File: src/rtl/sob_pkg.sv
package sob_pkg;

    localparam int ADDR_W     = 16;
    localparam int DATA_W     = 32;
    localparam int BYTES      = DATA_W / 8;
    localparam int OFF_W      = $clog2(BYTES);
    localparam int LINE_OFF_W = 4;
    localparam int LINE_W     = ADDR_W - LINE_OFF_W;
    localparam int WORD_W     = ADDR_W - OFF_W;

    typedef enum logic [1:0] {
        OWN_NEED = 2'd0,
        OWN_WAIT = 2'd1,
        OWN_HELD = 2'd2
    } own_t;

    typedef struct packed {
        logic                vld;
        own_t                own;
        logic [ADDR_W-1:0]   addr;
        logic [DATA_W-1:0]   data;
        logic [BYTES-1:0]    mask;
    } sb_ent_t;

    function automatic logic [LINE_W-1:0] line_of(input logic [ADDR_W-1:0] a);
        return a[ADDR_W-1:LINE_OFF_W];
    endfunction

    function automatic logic [WORD_W-1:0] word_of(input logic [ADDR_W-1:0] a);
        return a[ADDR_W-1:OFF_W];
    endfunction

endpackage

File: src/rtl/sob_pick.sv
module sob_pick #(
    parameter int DEPTH = 4,
    parameter int IDX_W = $clog2(DEPTH)
) (
    input  logic             clk,
    input  logic             rst,
    input  logic [DEPTH-1:0] cand,
    input  logic [IDX_W-1:0] head,
    output logic             found,
    output logic [IDX_W-1:0] idx
);
    // Oldest candidate by age relative to head (DEPTH is a power of two).
    always_comb begin
        found = 1'b0;
        idx   = head;
        for (int k = 0; k < DEPTH; k++) begin
            logic [IDX_W-1:0] p;
            p = head + IDX_W'(k);
            if (!found && cand[p]) begin
                found = 1'b1;
                idx   = p;
            end
        end
    end

    // a chosen slot is always a candidate, and candidates are never missed
    a_r2_pick_valid: assert property (@(posedge clk) disable iff (rst)
        (found |-> cand[idx]) and ((cand != '0) |-> found));

endmodule

File: src/rtl/sob_fwd.sv
module sob_fwd
    import sob_pkg::*;
#(
    parameter int DEPTH = 4,
    parameter int IDX_W = $clog2(DEPTH)
) (
    input  sb_ent_t           ents [DEPTH],
    input  logic [IDX_W-1:0]  head,
    input  logic [ADDR_W-1:0] ld_addr,
    input  logic [DATA_W-1:0] cache_data,
    output logic [DATA_W-1:0] ld_data,
    output logic [BYTES-1:0]  fwd_mask
);
    logic [DEPTH-1:0] word_hit;

    for (genvar i = 0; i < DEPTH; i++) begin : g_hit
        assign word_hit[i] = ents[i].vld && (word_of(ents[i].addr) == word_of(ld_addr));
    end

    // Per byte lane, walk oldest to youngest so the youngest match wins.
    for (genvar b = 0; b < BYTES; b++) begin : g_lane
        always_comb begin
            ld_data[8*b +: 8] = cache_data[8*b +: 8];
            fwd_mask[b]       = 1'b0;
            for (int k = 0; k < DEPTH; k++) begin
                logic [IDX_W-1:0] p;
                p = head + IDX_W'(k);
                if (word_hit[p] && ents[p].mask[b]) begin
                    ld_data[8*b +: 8] = ents[p].data[8*b +: 8];
                    fwd_mask[b]       = 1'b1;
                end
            end
        end
    end

endmodule

File: src/rtl/store_own_buffer.sv
module store_own_buffer
    import sob_pkg::*;
#(
    parameter int DEPTH = 4
) (
    input  logic              clk,
    input  logic              rst,
    input  logic              st_valid,
    output logic              st_ready,
    input  logic [ADDR_W-1:0] st_addr,
    input  logic [DATA_W-1:0] st_data,
    input  logic [BYTES-1:0]  st_mask,
    input  logic [ADDR_W-1:0] ld_addr,
    input  logic [DATA_W-1:0] ld_cache_data,
    output logic [DATA_W-1:0] ld_data,
    output logic [BYTES-1:0]  ld_fwd_mask,
    output logic              own_req_valid,
    output logic [LINE_W-1:0] own_req_line,
    input  logic              own_req_ready,
    input  logic              own_grant_valid,
    input  logic [LINE_W-1:0] own_grant_line,
    output logic              wr_valid,
    output logic [ADDR_W-1:0] wr_addr,
    output logic [DATA_W-1:0] wr_data,
    output logic [BYTES-1:0]  wr_mask,
    input  logic              wr_ready,
    input  logic              bar_req,
    output logic              bar_done
);
    localparam int IDX_W = $clog2(DEPTH);
    localparam int CNT_W = $clog2(DEPTH + 1);

    sb_ent_t          ents [DEPTH];
    logic [IDX_W-1:0] head_q, tail_q;
    logic [CNT_W-1:0] count_q;

    logic             full, push, pop, req_fire, req_found;
    logic [IDX_W-1:0] req_idx;
    logic [DEPTH-1:0] need_vec;
    sb_ent_t          head_e, new_ent;

    // ---------------- core store port ----------------
    assign full     = (count_q == CNT_W'(DEPTH));
    assign st_ready = !full && !bar_req;
    assign push     = st_valid && st_ready;

    // ---------------- drain ----------------
    assign head_e   = ents[head_q];
    assign wr_valid = head_e.vld && (head_e.own == OWN_HELD);
    assign wr_addr  = head_e.addr;
    assign wr_data  = head_e.data;
    assign wr_mask  = head_e.mask;
    assign pop      = wr_valid && wr_ready;

    assign bar_done = bar_req && (count_q == '0);

    // ---------------- ownership requests ----------------
    for (genvar i = 0; i < DEPTH; i++) begin : g_need
        assign need_vec[i] = ents[i].vld && (ents[i].own == OWN_NEED);
    end

    sob_pick #(.DEPTH(DEPTH)) u_pick (
        .clk   (clk),
        .rst   (rst),
        .cand  (need_vec),
        .head  (head_q),
        .found (req_found),
        .idx   (req_idx)
    );

    assign own_req_valid = req_found;
    assign own_req_line  = line_of(ents[req_idx].addr);
    assign req_fire      = own_req_valid && own_req_ready;

    // New slot inherits the ownership state of its line.
    always_comb begin
        logic any_live, any_held;
        any_live = 1'b0;
        any_held = 1'b0;
        for (int i = 0; i < DEPTH; i++) begin
            if (ents[i].vld && line_of(ents[i].addr) == line_of(st_addr)) begin
                any_live = 1'b1;
                if (ents[i].own == OWN_HELD) any_held = 1'b1;
            end
        end
        new_ent.vld  = 1'b1;
        new_ent.addr = st_addr;
        new_ent.data = st_data;
        new_ent.mask = st_mask;
        if ((own_grant_valid && own_grant_line == line_of(st_addr)) || any_held)
            new_ent.own = OWN_HELD;
        else if (any_live)
            new_ent.own = OWN_WAIT;
        else
            new_ent.own = OWN_NEED;
    end

    // ---------------- slot state ----------------
    always_ff @(posedge clk) begin
        if (rst) begin
            for (int i = 0; i < DEPTH; i++) ents[i] <= '0;
            head_q  <= '0;
            tail_q  <= '0;
            count_q <= '0;
        end else begin
            for (int i = 0; i < DEPTH; i++) begin
                if (req_fire && IDX_W'(i) == req_idx)
                    ents[i].own <= OWN_WAIT;
                if (own_grant_valid && ents[i].vld &&
                    line_of(ents[i].addr) == own_grant_line)
                    ents[i].own <= OWN_HELD;
                if (pop && IDX_W'(i) == head_q)
                    ents[i].vld <= 1'b0;
                if (push && IDX_W'(i) == tail_q)
                    ents[i] <= new_ent;
            end
            if (pop)  head_q <= head_q + 1'b1;
            if (push) tail_q <= tail_q + 1'b1;
            case ({push, pop})
                2'b10:   count_q <= count_q + 1'b1;
                2'b01:   count_q <= count_q - 1'b1;
                default: count_q <= count_q;
            endcase
        end
    end

    // ---------------- load forwarding ----------------
    sob_fwd #(.DEPTH(DEPTH)) u_fwd (
        .ents       (ents),
        .head       (head_q),
        .ld_addr    (ld_addr),
        .cache_data (ld_cache_data),
        .ld_data    (ld_data),
        .fwd_mask   (ld_fwd_mask)
    );

    // ---------------- assertions ----------------
    // a line just requested is not offered again next cycle
    a_r3_one_request: assert property (@(posedge clk) disable iff (rst)
        req_fire |=> !(own_req_valid && own_req_line == $past(own_req_line)));

    // a stalled cache write holds its payload
    a_r4_wr_hold: assert property (@(posedge clk) disable iff (rst)
        (wr_valid && !wr_ready) |=> (wr_valid && $stable(wr_addr) &&
                                     $stable(wr_data) && $stable(wr_mask)));

    // each drain advances the oldest slot by exactly one
    a_r5_in_order: assert property (@(posedge clk) disable iff (rst)
        pop |=> (head_q == $past(head_q) + 1'b1));

    // occupancy never exceeds the slot count
    a_r6_no_overflow: assert property (@(posedge clk) disable iff (rst)
        count_q <= CNT_W'(DEPTH));

    // a completed barrier leaves nothing to request or write
    a_r8_done_quiet: assert property (@(posedge clk) disable iff (rst)
        bar_done |-> (!wr_valid && !own_req_valid));

endmodule

File: config.mk
export PLATFORM = sky130hd
export DESIGN_NAME = store_own_buffer
export DESIGN_NICKNAME = d
export VERILOG_FILES = /design/src/rtl/sob_pkg.sv /design/src/rtl/sob_pick.sv /design/src/rtl/sob_fwd.sv /design/src/rtl/store_own_buffer.sv
export SDC_FILE = /design/constraint.sdc
export NUM_CORES = 1
export LEC_CHECK = 0
export CORE_ASPECT_RATIO = 2
export CORE_MARGIN = 3
export CORE_UTILIZATION = 53
export DETAILED_ROUTE_END_ITERATION = 12
export PLACE_DENSITY = 0.74
export SLEW_MARGIN = 30
export SYNTH_ARGS = -nofsm -noshare
export SYNTH_HDL_FRONTEND = slang
export SYNTH_HIERARCHICAL = 1
export SYNTH_SLANG_ARGS = --single-unit
File: constraint.sdc
create_clock -name clk -period 5.3 [get_ports clk]
set_clock_uncertainty 0.05 [all_clocks]
set_input_delay 0.795 -clock clk [delete_from_list [all_inputs] [get_ports clk]]
set_output_delay 0.795 -clock clk [all_outputs]
set_load 0.005 [all_outputs]
# Word-level counts from Yosys, hierarchy flattened
# Cells that the tools add are included.
# Widths: inputs -> output; s select.
[totals]
regBits = 227
output_inout_bits = 104
word_cells = 255
[op_classes]
addsub = 6
order_cmp = 9
n_eq_ne = 30
mux = 101
bitwise = 5
n_reduce_logical = 81
[ops]
columns = ["operator", "count"]
rows = [
  ["$bmux 55 s2", 5],
  ["$mux 55", 6],
  ["$mux 36", 6],
  ["$mux 8", 16],
  ["$eq 12x12->1", 9],
  ["$mux 52", 2],
  ["$logic_and 1x1->1", 58],
  ["$eq 14x14->1", 4],
  ["$mux 1", 45],
  ["$mux 2", 12],
  ["$bmux 1 s2", 8],
  ["$ge 3x3->1 const B", 5],
  ["$not 2->3", 5],
  ["$logic_not 2->1", 7],
  ["$eq 2x2->1 const A", 6],
  ["$eq 2x2->1 const B", 6],
  ["$lt 2x3->1 const B", 4],
  ["$reduce_bool 3->1", 4],
  ["$reduce_bool 2->1", 5],
  ["$eq 1x2->1 const A", 3],
  ["$pmux 3 s2", 1],
  ["$logic_not 1->1", 5],
  ["$add 2x1->2 const B", 2],
  ["$add 2x2->2 const B", 2],
  ["other kinds (6)", 6],
]

# Depth between registers and ports, before layout
[depth]
word_depth = 19
mapped_depth = 12

# Modules after synthesis
# The synthesis kept the hierarchy.
[by_module_without_submodules]
columns = ["mod", "n_inst", "cells_each", "area_each_um2", "seq_area_each_um2"]
rows = [
  ["store_own_buffer", 1, 1289, 11262.1, 4544.4],
  ["sob_fwd", 1, 780, 5710.5, 0.0],
  ["sob_pick", 1, 16, 96.3, 0.0],
]

# Worst setup path after synthesis
# Ideal clock, no wire load.
[synth_timing]
path_type = "in2out"
from = "in ld_addr[7]"
to = "out ld_data[14]"
t_arrival_ns = 3.175
required_time_ns = 4.455
path_slack_ns = 1.280
path_stages = 9
cell_sequence = "clkbuf_1 -> xnor2_1 -> nand4_1 -> nor4_2 -> nor2_2 -> o31ai_4 -> mux2_2 -> mux2_2 -> o32a_1"
[synth_between]
elab_chain_cells = 9
word_cells_on_any_way = 24
[synth_lines]
columns = ["element", "line", "text"]
rows = [
  ["from (decl)", "store_own_buffer.sv:13", "input logic [ADDR_W-1:0] ld_addr,"],
  ["$eq 14x14->1", "sob_fwd.sv:17", "assign word_hit[i] = ents[i].vld && (word_of(ents[i].addr) == word_of(ld_addr));"],
  ["$logic_and 1x1->1", "sob_fwd.sv:17", ""],
  ["$bmux 1 s2", "sob_fwd.sv:28", "if (word_hit[p] && ents[p].mask[b]) begin"],
  ["$mux 1 (implied by the code)", "sob_fwd.sv:28", ""],
  ["$logic_and 1x1->1", "sob_fwd.sv:28", ""],
  ["$mux 8 (3 in series)", "sob_fwd.sv:28", ""],
  ["$mux 8 (*)", "sob_fwd.sv:28", ""],
  ["to (decl)", "store_own_buffer.sv:15", "output logic [DATA_W-1:0] ld_data,"],
]
# Every way passes the cells marked *; elsewhere a longest branch is shown, timed or not. The select of a mux whose other input is x is not followed.

# Final worst setup path
[layout_timing]
from = "in ld_addr[10]"
to = "out ld_data[23]"
# Same word-level chain as after synthesis.

==> flow_summary.toml <==
[placed_design]
place_ws_ps = 38.7
io_buffers = 220
place_inst = 2637
placed_area_sq_mm = 0.0197
post-dp-hpwl_microns = 43800
place_congestion = 1.03

[floorplanning]
io-pin-count = 223
die_y_microns = 260
die_w_microns = 133
initial_utilization_pct = 53.9
dieArea_sq_mm = 0.0345
row_count = 92
core_area_sq_mm = 0.0317

[clock_network]
cts.htree.levels = 1
numCtsBuffers = 24
cts.path.max_buffers = 3
clock_sinks = 227
clkTransAtPathRegs_ps = 60
insertion_delay_ps = 540
cts_tree = "done"
clockRootBuffer = "clkbuf_16"

[timing]
hold_violations = 0
final_max_slew_viol_count = 0
rsz0062_at_grt = "yes"
max-slew-margin-rel_pct = 33.4
period_share_pct = 98.3
hold_ws_ps = 404
tns_ps = 0
setup_ws_ps = 90.9
period_minus_slack_ps = 5210
finalSetupViolCount = 0
max_freq_mhz = 192
worstMarginPinSlew_ps = 991

[power_and_ir_drop]
p_switching_mw = 1.15
powerDensity_mw_per_mm2 = 207
irDropWorstVdd_mv = 0.320
power_frac_seq_pct = 41.9
pwr-share-clk_pct = 42.4
p_int_mw = 3.12
swShare_pct = 26.9
power_frac_comb_pct = 15.7
finalPower_mw = 4.27
leakage_nw = 6.89

[grt]
first_global_vias = 16700
grt_overflow = 0
grt_first_pass_wirelength_microns = 93800
grt_max_degree = 125
grt_util_all_layers_pct = 34.6
antenna_found_initial = 7

[final_layout]
nNetsFinal = 2369
fin_area_sq_mm = 0.0206
instances_no_fill = 2687
finalCoreUtilization_pct = 65.2
drive_gt1_share_pct = 14.8
area_growth_pct = 20.8

[synth]
post_synth.cell_area_avg_sq_um = 8.19
ys_warn_count = 6
synth_common_cells = "nand2_1 (483), a21oi_1 (253), dfxtp_1 (227)"
synthArstFlopShare_pct = 0
synth.cell_area_sq_mm = 0.0171
synth_flop_cell = "dfxtp_1"
post-synth-top-count-cell = "nand2_1"
netlist_instances = 2085
syn_nets = 2214
yosysUniqueCellTypes = 78
ys_ff_latch = 227
synth-edff-count = 0
synth_top_area_share_pct = 26.6
yosysSeqAreaShare_pct = 26.6
synth_area_leaders = "dfxtp_1 (27%), nand2_1 (11%), mux4_2 (8.6%)"
synth_top_cell_by_area = "dfxtp_1"

[drt]
vias = 16900
routedWlPerCell_microns = 23.2
routed_wl_microns = 62400
wl_met1_microns = 20800
top_layer = "met4"
drcViolationCount = 0
drt_pre_antenna_iters = 7
dr_wl_met2_microns = 32300
antenna_left = 0
avgViaCountPerCell = 6.27
wl_met3_microns = 3880
drtIter0Drc = 1211

[worst_setup_path]
cp_max_fo = 9
cp-end-kind = "output port"
critPathArrivalTime_ps = 4360
path_class = "input port to output port"
start_kind = "input port"
required_ps = 4450
r2r_cells = 10

[hold_path]
whs_path_depth = 2
hp-class = "flop to flop"

[job]
maxCapViolations = 0

[status]
outcome = "finished, final reports clean"
[path summary, 6_finish.rpt]
check | slack [ps] | from | to
hold reg to reg | 400 | ents[37] | ents[37]
hold / removal | 400 | ents[37] | ents[37]
setup reg to reg | 1620 | head_q[0] | count_q[2]
setup / recovery | 90 | ld_addr[10] | ld_data[23]
[power groups by stage]
stage / sequential (mW) / combinational, mW / clock [mW]
2_1_floorplan: 1.81 / 0.361 / 0
3_5_place_dp: 1.83 / 0.654 / 0
4_1_cts: 1.79 / 0.659 / 1.83
6_report: 1.79 / 0.670 / 1.81
3_3_place_gp: 1.82 / 0.647 / 0
5_1_grt: 1.79 / 0.709 / 1.88
[worst max-delay path: stages]
cell,delay (ps)
clkdlybuf4s50_1,530
xnor2_1,390
nor4bb_1,370
and4bb_2,380
nor2_2,80
mux2_2,280
a211o_1,430
a211o_1,350
a32o_1,250
clkdlybuf4s50_1,490
[cell type report]
class | count | area [sq um]
repair buffers | 307 | 2990
inverters | 28 | 105
clock buffers | 34 | 689
multi-input cells | 1652 | 11600
clock inverters | 9 | 138
diodes | 7 | 17.5
well taps | 423 | 529
flip-flops and latches | 227 | 4550
fillers | 2744 | 11000
[flip-flops by register name, summed over array words and instances, names as in the netlist]
register	flops
head_q	2
ents	220
count_q	3
tail_q	2
[cells by family (layout without fill, tap and decap cells)]
kind of cell / Yosys count / in the layout / share of synthesized area (%)
adder cells (fa/ha/maj): 10 / 10 / 0.777
XOR/XNOR: 169 / 169 / 8.67
other: 0 / 7 / 0
multiplexers: 258 / 258 / 20.5
buffers and inverters: 206 / 378 / 5.97
AO/OA/AOI/OAI: 469 / 469 / 17.3
AND/OR/NAND/NOR: 746 / 746 / 20.1
flip-flops: 227 / 227 / 26.6
[repair_timing]
item | 4_1_cts | 5_1_grt
hold buffers | 0 | 0
resized for setup | 0 | 13
buffers inserted | 0 | 0
endpoints found under the setup margin | 0 | 31
[metal layers]
layer	global-route usage, %	up-vias
met5	0	-
met4	28.1	0
li1	-	7746
met2	62.7	834
met1	35.3	8013
met3	4.03	264
[cell usage in the layout, fill, tap and decap left out, drive strengths merged, types with 18 or more instances in the layout]
cell and count:
mux2 89, a22oi 18, nor4 30, nand2 485
o21ai 65, nand4 47, dfxtp 227, clkbuf 35
a32oi 24, mux4 65, inv 28, a21oi 253
buf 87, a211o 31, xor2 73, nor2 71
xnor2 96, mux2i 104, nand3 32, clkdlybuf4s50 217
(Power assumes the default switching activity.)
